[src/rtl/interp_pkg.sv]
package interp_pkg;
  // Width of the fractional part; the period has 2**FRAC_W phases.
  localparam int FRAC_W = 2;

  // Strobes from the sequencer to the datapath.
  typedef struct packed {
    logic              phaseTick;  // this edge ends the current phase
    logic              lastPhase;  // current phase is the last of the period
    logic [FRAC_W-1:0] phase;      // current phase index
  } seqCtl_t;
endpackage

[src/rtl/interp_seq.sv]
module interp_seq
  import interp_pkg::*;
#(
  parameter int PHASE_DIV = 2500
) (
  input  logic    clk,
  input  logic    rst,
  output seqCtl_t ctl
);
  logic              tick;
  logic [FRAC_W-1:0] phase;

  generate
    if (PHASE_DIV == 1) begin : g_nodiv
      assign tick = 1'b1;
    end else begin : g_div
      localparam int CNT_W = $clog2(PHASE_DIV);
      localparam logic [CNT_W-1:0] LAST_CNT = CNT_W'(PHASE_DIV - 1);
      logic [CNT_W-1:0] divCnt;

      always_ff @(posedge clk or posedge rst) begin
        if (rst) begin
          divCnt <= '0;
        end else if (divCnt == LAST_CNT) begin
          divCnt <= '0;
        end else begin
          divCnt <= divCnt + CNT_W'(1);
        end
      end

      assign tick = (divCnt == LAST_CNT);
    end
  endgenerate

  always_ff @(posedge clk or posedge rst) begin
    if (rst) begin
      phase <= '0;
    end else if (tick) begin
      phase <= phase + FRAC_W'(1);
    end
  end

  always_comb begin
    ctl.phaseTick = tick;
    ctl.lastPhase = (phase == '1);
    ctl.phase     = phase;
  end
endmodule

[src/rtl/interp_path.sv]
module interp_path
  import interp_pkg::*;
#(
  parameter int CODE_W = 18
) (
  input  logic                     clk,
  input  logic                     rst,
  input  logic                     loadStrobe,
  input  logic [CODE_W-1:0]        codeIn,
  input  seqCtl_t                  ctl,
  output logic [CODE_W-FRAC_W-1:0] coarseOut,
  output logic [CODE_W-1:0]        activeCode
);
  localparam int COARSE_W = CODE_W - FRAC_W;

  logic [CODE_W-1:0]   pendCode;
  logic                periodWrap;
  logic [COARSE_W-1:0] baseCode;
  logic [COARSE_W-1:0] upperCode;
  logic [FRAC_W-1:0]   fracCode;
  logic                highPhase;

  assign periodWrap = ctl.phaseTick && ctl.lastPhase;

  // Latest loaded code, waiting for the next period boundary.
  always_ff @(posedge clk or posedge rst) begin
    if (rst) begin
      pendCode <= '0;
    end else if (loadStrobe) begin
      pendCode <= codeIn;
    end
  end

  // Code in force for the running period; a strobe on the wrap edge wins.
  always_ff @(posedge clk or posedge rst) begin
    if (rst) begin
      activeCode <= '0;
    end else if (periodWrap) begin
      activeCode <= loadStrobe ? codeIn : pendCode;
    end
  end

  always_comb begin
    baseCode  = activeCode[CODE_W-1:FRAC_W];
    fracCode  = activeCode[FRAC_W-1:0];
    upperCode = (baseCode == '1) ? baseCode : baseCode + COARSE_W'(1);
    highPhase = (ctl.phase < fracCode);
    coarseOut = highPhase ? upperCode : baseCode;
  end
endmodule

[src/rtl/code_interp.sv]
module code_interp
  import interp_pkg::*;
#(
  parameter int CODE_W    = 18,
  parameter int PHASE_DIV = 2500
) (
  input  logic                     clk,
  input  logic                     rst,
  input  logic                     loadStrobe,
  input  logic [CODE_W-1:0]        codeIn,
  output logic [CODE_W-FRAC_W-1:0] coarseOut
);
  seqCtl_t           ctl;
  logic [CODE_W-1:0] activeCode;

  interp_seq #(
    .PHASE_DIV(PHASE_DIV)
  ) u_seq (
    .clk(clk),
    .rst(rst),
    .ctl(ctl)
  );

  interp_path #(
    .CODE_W(CODE_W)
  ) u_path (
    .clk(clk),
    .rst(rst),
    .loadStrobe(loadStrobe),
    .codeIn(codeIn),
    .ctl(ctl),
    .coarseOut(coarseOut),
    .activeCode(activeCode)
  );
endmodule

[config.mk]
export PLATFORM = sky130hd
export DESIGN_NAME = code_interp
export DESIGN_NICKNAME = d
export VERILOG_FILES = /design/src/rtl/interp_pkg.sv /design/src/rtl/interp_seq.sv /design/src/rtl/interp_path.sv /design/src/rtl/code_interp.sv
export SDC_FILE = /design/constraint.sdc
export NUM_CORES = 1
export LEC_CHECK = 0
export BUFFER_PORTS_ARGS = -buffer_cell sky130_fd_sc_hd__buf_2
export CORE_ASPECT_RATIO = 0.6
export CORE_MARGIN = 5
export CORE_UTILIZATION = 55
export DETAILED_ROUTE_END_ITERATION = 10
export HOLD_SLACK_MARGIN = 0.08
export PLACE_DENSITY_LB_ADDON = 0.05
export SYNTH_ARGS = -nofsm -noshare
export SYNTH_HDL_FRONTEND = slang
export SYNTH_SLANG_ARGS = --single-unit
[constraint.sdc]
create_clock -name clk -period 2.3 [get_ports clk]
set_clock_uncertainty 0.05 [all_clocks]
set_input_delay 0.115 -clock clk [delete_from_list [all_inputs] [get_ports clk]]
set_output_delay 0.115 -clock clk [all_outputs]
set_load 0.05 [all_outputs]
==> flow_metrics.py <==
metrics = {
    "route": {
        "firstDrtPassIters": 4,
        "drc": 0,
        "wire_per_inst_um": 18.6,
        "drt-initial-drc-count": 159,
        "totalWireLength_um": 6170,
        "vias_per_cell": 5.58,
        "vias": 1852,
        "ant_nets": 0,
    },
    "cts": {
        "cts_buffer_depth": 2,
        "cts_root_buffer": "clkbuf_8",
        "cts_made_buffers": 5,
        "cts_sinks": 50,
        "h-tree-depth": 2,
        "clk_pin_slew_ns": 0.09,
        "cts_tree": "done",
        "worstSkewPairLatency_ns": 0.30,
    },
    "yosys": {
        "synthCells": 191,
        "yosysTopAreaCell": "dfrtp_1",
        "synth-seq-cells": 50,
        "synth.area.mux_share": 0.195,
        "synth_cell_types": 31,
        "synth_top_family_by_area": "multiplexers",
        "syn_nets": 216,
        "synth_area_per_cell_um2": 13.0,
        "synth-compound-area-share": 0.0407,
        "synthSimpleGateAreaFrac": 0.143,
        "synthAdderAreaFrac": 0.0201,
        "synth_xor_area_frac": 0.0739,
        "ys_seq_area_frac": 0.503,
        "netlist.area_leader.share": 0.503,
        "netlist_area_um2": 2490,
        "yosysWarnings": 0,
        "ys_top_cells_by_area": "dfrtp_1 50%, mux2_2 12%, mux2_4 6.0%",
    },
    "sta": {
        "fin_tns_setup_ns": -0.161,
        "finalCritPeriodShare": 1.02,
        "grt_setup_unrepaired": "true",
        "setup_slack_ns": -0.0566,
        "drv_slew": 0,
        "tightest_slew_ns": 0.614,
        "fmax_mhz": 424,
        "setup_viol": 6,
        "maxSlewHeadroom": 0.591,
        "finalWorstPathRequiredPeriod_ns": 2.36,
        "holdWs_ns": 0.348,
        "hold_viol": 0,
    },
    "pwr": {
        "seqPwrFrac": 0.511,
        "p_leak_nw": 1.57,
        "pwr-share-comb": 0.168,
        "intPower_mw": 1.40,
        "p_switching_uw": 464,
        "vdd_ir_drop_max_v": 0.000397,
        "clockPowerShare": 0.321,
        "p_per_area_nw_per_um2": 547,
        "p_sw_frac": 0.249,
    },
    "final_layout": {
        "drive_above_1_share": 0.518,
        "diodes": 0,
        "postLayoutCoreUtil": 0.804,
        "design_area_um2": 3410,
        "syn_to_final_growth_pct": 36.9,
        "finalNetCount": 296,
    },
    "floorplanning": {
        "die_area_um2": 6010,
        "io_pins": 37,
        "die_h_um": 62.1,
        "rows": 18,
        "initial_core_util": 0.587,
        "dieWidth_um": 96.8,
        "coreArea_um2": 4230,
    },
    "global_routing": {
        "grt_first_pass_wirelength_um": 9680,
        "grt_overflow": 0,
        "antenna_found_initial": 0,
        "grt_pass1_vias": 1927,
        "grt_max_degree": 51,
        "grt_usage": 0.210,
    },
    "worst_hold_path": {
        "holdCritPathClass": "in2reg",
        "hold_end": "u_path.pendCode[15]",
        "min_delay_path_depth": 2,
        "worstHoldStart": "loadStrobe",
    },
    "job": {
        "max-cap-violations": 0,
    },
    "placed_design": {
        "post_dp_cell_area_um2": 2830,
        "io_buffers": 36,
        "hpwl_um": 3770,
        "place_congestion": 0.792,
    },
    "setup_path": {
        "crit_fanout": 3,
        "cp.arrival_ns": 2.19,
        "crit_required_ns": 2.13,
        "r2r_end": "u_path.activeCode[0]",
        "worstSetupEndpointType": "output port",
        "r2r_slack_ns": 0.35,
        "r2r.worst_path.cells": 5,
        "worst-setup-path-type": "reg2out",
        "r2r-start": "u_seq.g_div.divCnt[0]",
        "cp-start-kind": "flip-flop",
    },
    "status": {
        "violations": "negative setup slack",
        "status": "finished with violations",
    },
}
## how the worst max path moves through the flow
stage / startpoint / cells past startpoint / slack (ns) / to
after floorplan: u_seq.phase[1] / 4 / 0.002 / coarseOut[12]
after global placement: u_path.activeCode[2] / 6 / 0.14 / coarseOut[1]
after detailed placement: u_path.activeCode[3] / 7 / 0.05 / coarseOut[6]
after CTS: u_path.activeCode[3] / 7 / -0.005 / coarseOut[6]
after global routing: u_path.activeCode[3] / 7 / -0.12 / coarseOut[6]
final: u_path.activeCode[1] / 7 / -0.06 / coarseOut[15]
## power groups by stage
stage               Combinational, mW  Sequential [mW]  Clock [mW]
floorplan                       0.171            0.965           0
global placement                0.234            0.967           0
detailed placement              0.242            0.970           0
CTS                             0.289            0.950       0.611
global route                    0.334            0.958       0.657
finish                          0.313            0.952       0.598
## layout make-up
class                   count  area, um2
repair buffers             79        641
inverters                   5       18.8
multi-input cells         130       1310
well taps                  60       75.1
clock buffers               7       76.3
fillers                   248        828
clock inverters             1       30.0
flip-flops and latches     50       1250
## sequential cells by signal (all words and copies together) (netlist names)
signal and cells:
u_seq.phase 2, u_seq.g_div.divCnt 12, u_path.activeCode 18, u_path.pendCode 18
## cells in the mapped netlist (all sizes together)
master	count
mux2	38
mux2i	2
xnor2	16
clkbuf	2
and3	7
a21oi	6
inv	5
and2	1
nand2b	1
o21a	1
a41oi	1
nor4b	2
nand3	12
nand4b	1
or4	1
a2111oi	2
dfrtp	50
nand4	12
and4	3
nor2	9
nand2	5
ha	4
buf	4
nor2b	1
xor2	5
## per-layer routing
metal | vias up | GRT usage | routed length [um]
li1 | 850 | - | -
met1 | 904 | 0.272 | 2610
met2 | 86 | 0.348 | 3000
met3 | 12 | 0.0591 | 478
met4 | 0 | 0.0800 | 90
met5 | - | 0 | 0
## worst max-delay path, cell delays in order, from the launching register on
cell and delay, ns:
dfrtp_1 0.40, inv_2 0.10, ha_4 0.23, a2111oi_4 0.34, buf_4 0.19, nand4_1 0.15
mux2i_2 0.28, buf_6 0.20
## kinds of logic (layout without fill, tap and decap cells)
kind of cell	count (synthesis)	in the layout
mux	40	40
xor+xnor	21	21
compound gates	10	10
fa+ha+maj	4	4
flops	50	50
buf+inv	11	92
simple gates	55	55
## what timing repair did
item | in CTS | in global routing
endpoints found under the hold margin | 68 | 0
gates resized for setup | 19 | 37
buffers inserted | 11 | 1
hold buffers | 19 | 0
pin swaps | 4 | 10
endpoints found under the setup margin | 15 | 15
## cell usage in the layout (no fill, tap or decap), types with 2 or more instances in the layout
cell	n
xnor2_2	7
nand3_1	7
nand3_2	5
xnor2_1	9
nand4_1	11
nor4b_2	2
nor2_1	9
a2111oi_4	2
buf_6	14
dfrtp_2	3
a21oi_2	5
clkbuf_8	5
xor2_1	5
mux2_4	11
mux2_2	27
and3_1	5
buf_2	21
dfrtp_1	47
buf_4	25
dlygate4sd3_1	19
and4_1	3
nand2_1	4
inv_2	2
ha_1	2
mux2i_2	2
clkbuf_1	2
inv_1	3
and3_2	2
## metrics by stage
step	total power [mW]	setup WS [ns]	cells
after global routing	1.95	-0.120	332
after detailed placement	1.21	0.0494	293
after global placement	1.20	0.137	293
final	1.86	-0.0566	332
after CTS	1.85	-0.00474	331
after floorplan	1.14	0.00221	191
Note: power is estimated with default switching activity, not from simulation.
